===== config.mk =====
export PLATFORM = sky130hd
export DESIGN_NAME = adcrd_master
export DESIGN_NICKNAME = d
export VERILOG_FILES = /design/src/rtl/adcrd_pkg.sv /design/src/rtl/adcrd_timer.sv /design/src/rtl/adcrd_capture.sv /design/src/rtl/adcrd_master.sv
export SDC_FILE = /design/constraint.sdc
export NUM_CORES = 1
export LEC_CHECK = 0
export ABC_AREA = 1
export BUFFER_PORTS_ARGS = -buffer_cell sky130_fd_sc_hd__buf_2
export CAP_MARGIN = 20
export CORE_UTILIZATION = 59
export DETAILED_ROUTE_END_ITERATION = 10
export PLACE_DENSITY = 0.9
export SLEW_MARGIN = 30
export SYNTH_ARGS = -nofsm -noshare
export SYNTH_HDL_FRONTEND = slang
export SYNTH_HIERARCHICAL = 1
export SYNTH_SLANG_ARGS = --single-unit

===== constraint.sdc =====
create_clock -name clk_i -period 5.1 [get_ports clk_i]
set_input_delay 1.02 -clock clk_i [delete_from_list [all_inputs] [get_ports clk_i]]
set_output_delay 1.02 -clock clk_i [all_outputs]
set_load 0.01 [all_outputs]

===== src/rtl/adcrd_pkg.sv =====
package adcrd_pkg;
  typedef enum logic [1:0] {
    ST_IDLE,
    ST_SETUP,
    ST_HIGH,
    ST_LOW
  } adcrd_st_e;
endpackage


===== src/rtl/adcrd_timer.sv =====
module adcrd_timer #(
  parameter int CNT_W = 8
) (
  input  logic             clk_i,
  input  logic             rst_ni,
  input  logic             load_i,
  input  logic [CNT_W-1:0] len_i,
  output logic             zero_o
);
  logic [CNT_W-1:0] cnt_q;

  // a length of zero behaves like one
  always_ff @(posedge clk_i or negedge rst_ni) begin
    if (!rst_ni)                cnt_q <= '0;
    else if (load_i)            cnt_q <= (len_i == '0) ? '0 : len_i - 1'b1;
    else if (cnt_q != '0)       cnt_q <= cnt_q - 1'b1;
  end

  assign zero_o = (cnt_q == '0);

  p_cnt_down_r3: assert property (@(posedge clk_i) disable iff (!rst_ni)
    (!load_i && cnt_q != '0) |=> (cnt_q == $past(cnt_q) - 1'b1));
endmodule


===== src/rtl/adcrd_capture.sv =====
module adcrd_capture #(
  parameter int DW           = 12,
  parameter int SKIP         = 3,
  parameter int EW           = 5,
  parameter bit ECHO_SUPPORT = 1'b1
) (
  input  logic          clk_i,
  input  logic          rst_ni,
  input  logic          clear_i,
  input  logic          rise_i,
  input  logic [EW-1:0] idx_i,
  input  logic          sdo_i,
  output logic [DW-1:0] word_o,
  output logic          mism_o
);
  localparam int FIRST = SKIP + 1;
  localparam int LASTW = SKIP + DW;
  localparam int ELAST = SKIP + 2 * DW - 1;
  localparam int BW    = $clog2(DW);

  logic [DW-1:0] word_q;
  logic          in_word;
  logic          in_echo;

  assign in_word = rise_i && (idx_i >= EW'(FIRST)) && (idx_i <= EW'(LASTW));
  assign in_echo = rise_i && (idx_i > EW'(LASTW)) && (idx_i <= EW'(ELAST));

  always_ff @(posedge clk_i or negedge rst_ni) begin
    if (!rst_ni)       word_q <= '0;
    else if (clear_i)  word_q <= '0;
    else if (in_word)  word_q <= {word_q[DW-2:0], sdo_i};
  end

  assign word_o = word_q;

  generate
    if (ECHO_SUPPORT) begin : g_echo
      logic [BW-1:0] bsel;
      logic          mism_q;
      assign bsel = BW'(idx_i - EW'(LASTW));
      always_ff @(posedge clk_i or negedge rst_ni) begin
        if (!rst_ni)                              mism_q <= 1'b0;
        else if (clear_i)                         mism_q <= 1'b0;
        else if (in_echo && (sdo_i != word_q[bsel])) mism_q <= 1'b1;
      end
      assign mism_o = mism_q;
    end else begin : g_no_echo
      assign mism_o = 1'b0;
    end
  endgenerate

  p_word_frozen_r6: assert property (@(posedge clk_i) disable iff (!rst_ni)
    (in_echo && !clear_i) |=> $stable(word_q));
endmodule


===== src/rtl/adcrd_master.sv =====
module adcrd_master
  import adcrd_pkg::*;
#(
  parameter int DW           = 12,
  parameter int SKIP         = 3,
  parameter int CNT_W        = 8,
  parameter bit ECHO_SUPPORT = 1'b1
) (
  input  logic             clk_i,
  input  logic             rst_ni,
  input  logic             start_i,
  input  logic             echo_en_i,
  input  logic [CNT_W-1:0] setup_len_i,
  input  logic [CNT_W-1:0] hi_len_i,
  input  logic [CNT_W-1:0] lo_len_i,
  input  logic             sdo_i,
  output logic             cs_no,
  output logic             sclk_o,
  output logic [DW-1:0]    data_o,
  output logic             valid_o,
  output logic             mismatch_o
);
  localparam int N_PLAIN = SKIP + DW;
  localparam int N_ECHO  = SKIP + 2 * DW - 1;
  localparam int EW      = $clog2(N_ECHO + 1);

  adcrd_st_e        st_q;
  logic [EW-1:0]    edge_q;
  logic [EW-1:0]    idx;
  logic [EW-1:0]    last_edge;
  logic             echo_q;
  logic             cs_q, sclk_q, valid_q, mism_q;
  logic [DW-1:0]    data_q;
  logic             tz, load, rise, done, clear;
  logic [CNT_W-1:0] len;
  logic [DW-1:0]    word;
  logic             mism;

  assign idx       = edge_q + 1'b1;
  assign last_edge = echo_q ? EW'(N_ECHO) : EW'(N_PLAIN);
  assign rise      = tz && (st_q == ST_SETUP || st_q == ST_LOW);
  assign done      = tz && (st_q == ST_HIGH) && (edge_q == last_edge);
  assign clear     = (st_q == ST_IDLE) && start_i;

  always_comb begin
    load = 1'b0;
    len  = hi_len_i;
    unique case (st_q)
      ST_IDLE:  if (start_i) begin load = 1'b1; len = setup_len_i; end
      ST_SETUP: if (tz) load = 1'b1;
      ST_HIGH:  if (tz && edge_q != last_edge) begin load = 1'b1; len = lo_len_i; end
      ST_LOW:   if (tz) load = 1'b1;
      default:  ;
    endcase
  end

  adcrd_timer #(.CNT_W(CNT_W)) u_timer (
    .clk_i  (clk_i),
    .rst_ni (rst_ni),
    .load_i (load),
    .len_i  (len),
    .zero_o (tz)
  );

  adcrd_capture #(
    .DW(DW), .SKIP(SKIP), .EW(EW), .ECHO_SUPPORT(ECHO_SUPPORT)
  ) u_capture (
    .clk_i   (clk_i),
    .rst_ni  (rst_ni),
    .clear_i (clear),
    .rise_i  (rise),
    .idx_i   (idx),
    .sdo_i   (sdo_i),
    .word_o  (word),
    .mism_o  (mism)
  );

  always_ff @(posedge clk_i or negedge rst_ni) begin
    if (!rst_ni) begin
      st_q   <= ST_IDLE;
      edge_q <= '0;
      echo_q <= 1'b0;
      cs_q   <= 1'b1;
      sclk_q <= 1'b0;
    end else begin
      unique case (st_q)
        ST_IDLE: if (start_i) begin
          st_q   <= ST_SETUP;
          cs_q   <= 1'b0;
          edge_q <= '0;
          echo_q <= ECHO_SUPPORT ? echo_en_i : 1'b0;
        end
        ST_SETUP, ST_LOW: if (tz) begin
          st_q   <= ST_HIGH;
          sclk_q <= 1'b1;
          edge_q <= idx;
        end
        ST_HIGH: if (tz) begin
          sclk_q <= 1'b0;
          if (edge_q == last_edge) begin
            st_q <= ST_IDLE;
            cs_q <= 1'b1;
          end else begin
            st_q <= ST_LOW;
          end
        end
        default: st_q <= ST_IDLE;
      endcase
    end
  end

  always_ff @(posedge clk_i or negedge rst_ni) begin
    if (!rst_ni) begin
      valid_q <= 1'b0;
      mism_q  <= 1'b0;
      data_q  <= '0;
    end else begin
      valid_q <= done;
      mism_q  <= done && echo_q && mism;
      if (done) data_q <= word;
    end
  end

  assign cs_no      = cs_q;
  assign sclk_o     = sclk_q;
  assign data_o     = data_q;
  assign valid_o    = valid_q;
  assign mismatch_o = mism_q;

  p_sclk_sel_r3: assert property (@(posedge clk_i) disable iff (!rst_ni)
    sclk_o |-> !cs_no);
  p_valid_pulse_r8: assert property (@(posedge clk_i) disable iff (!rst_ni)
    valid_o |=> !valid_o);
  p_valid_cs_r8: assert property (@(posedge clk_i) disable iff (!rst_ni)
    valid_o |-> (cs_no && !sclk_o));
  p_mism_gate_r7: assert property (@(posedge clk_i) disable iff (!rst_ni)
    mismatch_o |-> (valid_o && echo_q));
  p_edges_r4: assert property (@(posedge clk_i) disable iff (!rst_ni)
    edge_q <= EW'(N_ECHO));
  p_busy_ignore_r9: assert property (@(posedge clk_i) disable iff (!rst_ni)
    (!cs_no && start_i) |=> $stable(echo_q));
  p_idle_lines_r1: assert property (@(posedge clk_i) disable iff (!rst_ni)
    (st_q == ST_IDLE) |-> (cs_no && !sclk_o));
endmodule


==> key figures <==
Floorplanning
  – Core Rows: 25
  – Starting density of the core: between 60% and 70%
  – Die area: between 0.005 and 0.006 mm²
  – IO Pins: 45
  – Die Width: between 70 and 80 µm
  – Core area: about 0.0048 mm²
  – Die Y: 72.87 µm

Timing
  – Fmax: 352.0 MHz
  – Max_slew headroom: a little over three fifths
  – Worst slew pin tran: 0.5596 ns
  – Final Worst Setup Slack: between 2 and 2.5 ns
  – Max Slew Vio Count: 0
  – Final Hold Fails: 0
  – Period utilization: 55.71%
  – Clk_skew: 0.005846 ns
  – RSZ-0062 raised after global routing: no
  – Setup violators final: 0
  – Final min period: 2.841 ns
  – Setup TNS: 0 ns

Power and ir drop
  – Switching power: 0.0006376 W
  – Cell internal pwr: 0.0008597 W
  – Pwr dens: ~450 mW/mm²
  – Clock power frac: 21.6%
  – Seq pwr share: 34.4%
  – Peak VDD IR: 0.2362 mV
  – Pleak: 1.857 nW
  – Net Sw Frac: 42.58%
  – Comb power frac: between 40% and 50%

Outcome
  – Status: finished, final reports clean

Routing
  – First drt pass iteration count: 5
  – Drc violations: 0
  – Drt wl/cell: 12.25 µm
  – Antenna Nets Post-Route: 0
  – Initial drt markers: 170
  – Detailed Route WL: roughly 6500 µm
  – Vias: 2753
  – Avg Vias per Cell: between 5 and 6

Yosys
  – Largest family of logic cells by synthesized area: simple AND/OR/NAND/NOR gates
  – Post-synthesis mux area share: 0%
  – Simple-gate share of the synthesized area: 35.05%
  – Post-synth EDFFs: 0
  – Yosys warnings: 6
  – Ys flop type: dfrtp_1
  – Netlist cell types: 31
  – Avg Cell Area, Syn: 7.054 µm²
  – Seq cells post-synth: 45
  – Post-Synth XOR/XNOR Area: under 10%
  – Seq/Total Area, Yosys: a little under two fifths
  – Adder-cell share of the synthesized area: 2.534%
  – Compound-Gate Fraction of Synth Area: 9.924%
  – Net count after synthesis: 455
  – Mapped Area: 0.002963 mm²
  – Mapped Cells: 420
  – Async SR Flop Fraction: 100.0%

Placed design
  – Placed cells: 521
  – IO buf count: 44
  – Gpl congestion: between 0.8 and 0.9
  – Pre-CTS setup slack: approximately 2.2 ns
  – HPWL after DPL: 4849 µm

Clock tree
  – Level count of the clock H-tree: 2
  – Longest Clk Path Bufs: 2
  – Clock Pin Slew Worst Setup and Hold Paths: roughly 0.09 ns
  – Num CTS Buffers: 5
  – CTS tree: built
  – Clock Latency Late Sink: about 0.30 ns
  – Total setup buffers inserted after CTS: 0
  – CTS root buf: clkbuf_8
  – Post-CTS Hold Fix Bufs: 0
  – Post-cts gate resize count: 0
  – Clk sinks: 45

Worst setup path
  – Crit-path max FO: 16
  – CP arrival: 3.07 ns
  – Worst EP required: between 5 and 6 ns
  – Slowest-stage cell, CP: dfrtp_1
  – Max incr delay on CP: 0.41 ns
  – Crit end category: register
  – Sequence of cells on the critical path: inv_1 -> ha_1 -> inv_2 -> nor2_4 -> nand4_4 -> nor2_4 -> nand2_1 -> nand2_1 -> nand3_1 -> nand2_1 -> inv_1 -> ha_1 -> nand3_1 -> nor2_2 -> nor2_4 -> nand3_1 -> a21oi_1
  – Crit path launch type: register
  – Crit path kind: reg2reg

Cells and area
  – Area taken by multi-input logic gates: 0.001460 mm²
  – Final Net Count: 496
  – Share of layout cells above drive strength 1: 18.40%
  – Diodes inserted: 0
  – Area delta synth->final: 12.37%
  – Filler cells: 406
  – Layout Cells excl Fill: approximately 530
  – Register area: 0.001127 mm²

Global route
  – Vias in the first global route: 2428
  – Initial antenna violation count: 0
  – First-pass GRT wire length: 10720 µm
  – Total track usage: 26.25%
  – Largest net degree at the start of global routing: between 40 and 50
  – Grt ovf: 0

Hold path
  – HP Class: reg2reg

Job
  – Max Cap Viol: 0
==> state kept, by name, indices dropped and copies added (netlist names) <==
name	count
sclk_o	1
cs_no	1
data_o	12
u_capture/word_o	12
st_q	2
u_capture/mism_o	1
u_timer/cnt_q	8
echo_q	1
mismatch_o	1
valid_o	1
edge_q	5
==> final cells by class <==
type                    instances  share of cell area, %
repair buffers                 44                  6.689
clock buffers                   5                  2.067
inverters                      78                  8.944
multi-input cells             287                  43.86
clock inverters                 3                  2.067
flip-flops and latches         45                  33.86
well taps                      67                  2.518
==> critical path: cells and delay by family (launching register included) <==
family | cells | cell delay (ns)
simple gates | 11 | 1.59
flops | 1 | 0.41
fa+ha+maj | 2 | 0.38
buf+inv | 3 | 0.24
compound gates | 1 | 0.14
==> power groups by stage <==
stage	sequential [W]	combinational, W	clock (W)
after global placement	0.000516	0.000609	0
after floorplan	0.000505	0.000512	0
after global routing	0.000527	0.000744	0.000339
after CTS	0.000514	0.000652	0.000327
after detailed placement	0.000521	0.000641	0
final	0.000515	0.000659	0.000324
==> cells by family after synthesis <==
family,Yosys count
compound gates,47
simple gates,228
xor+xnor,6
fa+ha+maj,6
buf+inv,88
flops,45
==> cell usage after synthesis, types with 2 or more instances <==
cell        n  area (µm²)
inv_2       4       15.01
o211ai_1    2       15.01
buf_2       2       10.01
xor2_1      4       35.03
nor2_2      4       25.02
nor2_4      5       56.30
buf_4       4       30.03
a21oi_1     9       45.04
o21ai_0    21       105.1
nor2_1     12       45.04
nand3_1    61       305.3
inv_1      73       274.0
buf_6       3       33.78
xnor2_1     2       17.52
o31ai_1     2       15.01
nand2_1   137       514.2
nand4_1     2       12.51
nand2_4     2       22.52
ha_1        6       75.07
dfrtp_1    44        1101
o21ai_2    10       87.58
nand2_2     2       12.51
==> layout by cell type (no fill, tap or decap), drive strengths merged, types with 2 or more instances in the layout <==
master	count
nand2	141
nand4	3
inv	78
o31ai	2
nand3	62
o21ai	31
xor2	4
ha	6
nor2	21
clkbuf	5
xnor2	2
buf	44
o211ai	3
dfrtp	44
bufinv	2
a21oi	9
==> stage by stage <==
stage / hold slack, ns / power [W] / area [µm²] / util, %
finish: 0.4710 / 0.001497 / 3329 / 69.57
global placement: 0.4488 / 0.001125 / 3189 / 66.64
floorplan: 0.4489 / 0.001017 / 2963 / -
detailed placement: 0.4530 / 0.001162 / 3189 / 66.64
CTS: 0.4743 / 0.001492 / 3327 / 69.52
global route: 0.4968 / 0.001610 / 3329 / 69.57
==> path summary, 6_finish.rpt <==
check,from,end,slack (ns),depth (start not counted)
min in group asynchronous,rst_ni,data_o[7],0.70,1
setup reg to reg,u_timer/cnt_q[0],u_timer/cnt_q[4],2.26,17
setup / recovery,u_timer/cnt_q[0],u_timer/cnt_q[4],2.26,17
hold reg to reg,data_o[7],data_o[7],0.47,2
hold / removal,data_o[7],data_o[7],0.47,2
max in group asynchronous,rst_ni,cs_no,4.01,1
==> per-layer routing <==
metal / GRT usage [%] / share of wire [%]
met4: 7.407 / 1.6
met5: 0 / 0
met3: 4.696 / 4.0
met1: 35.32 / 46
met2: 43.72 / 49
No activity file was read; power rests on OpenSTA's default activity.
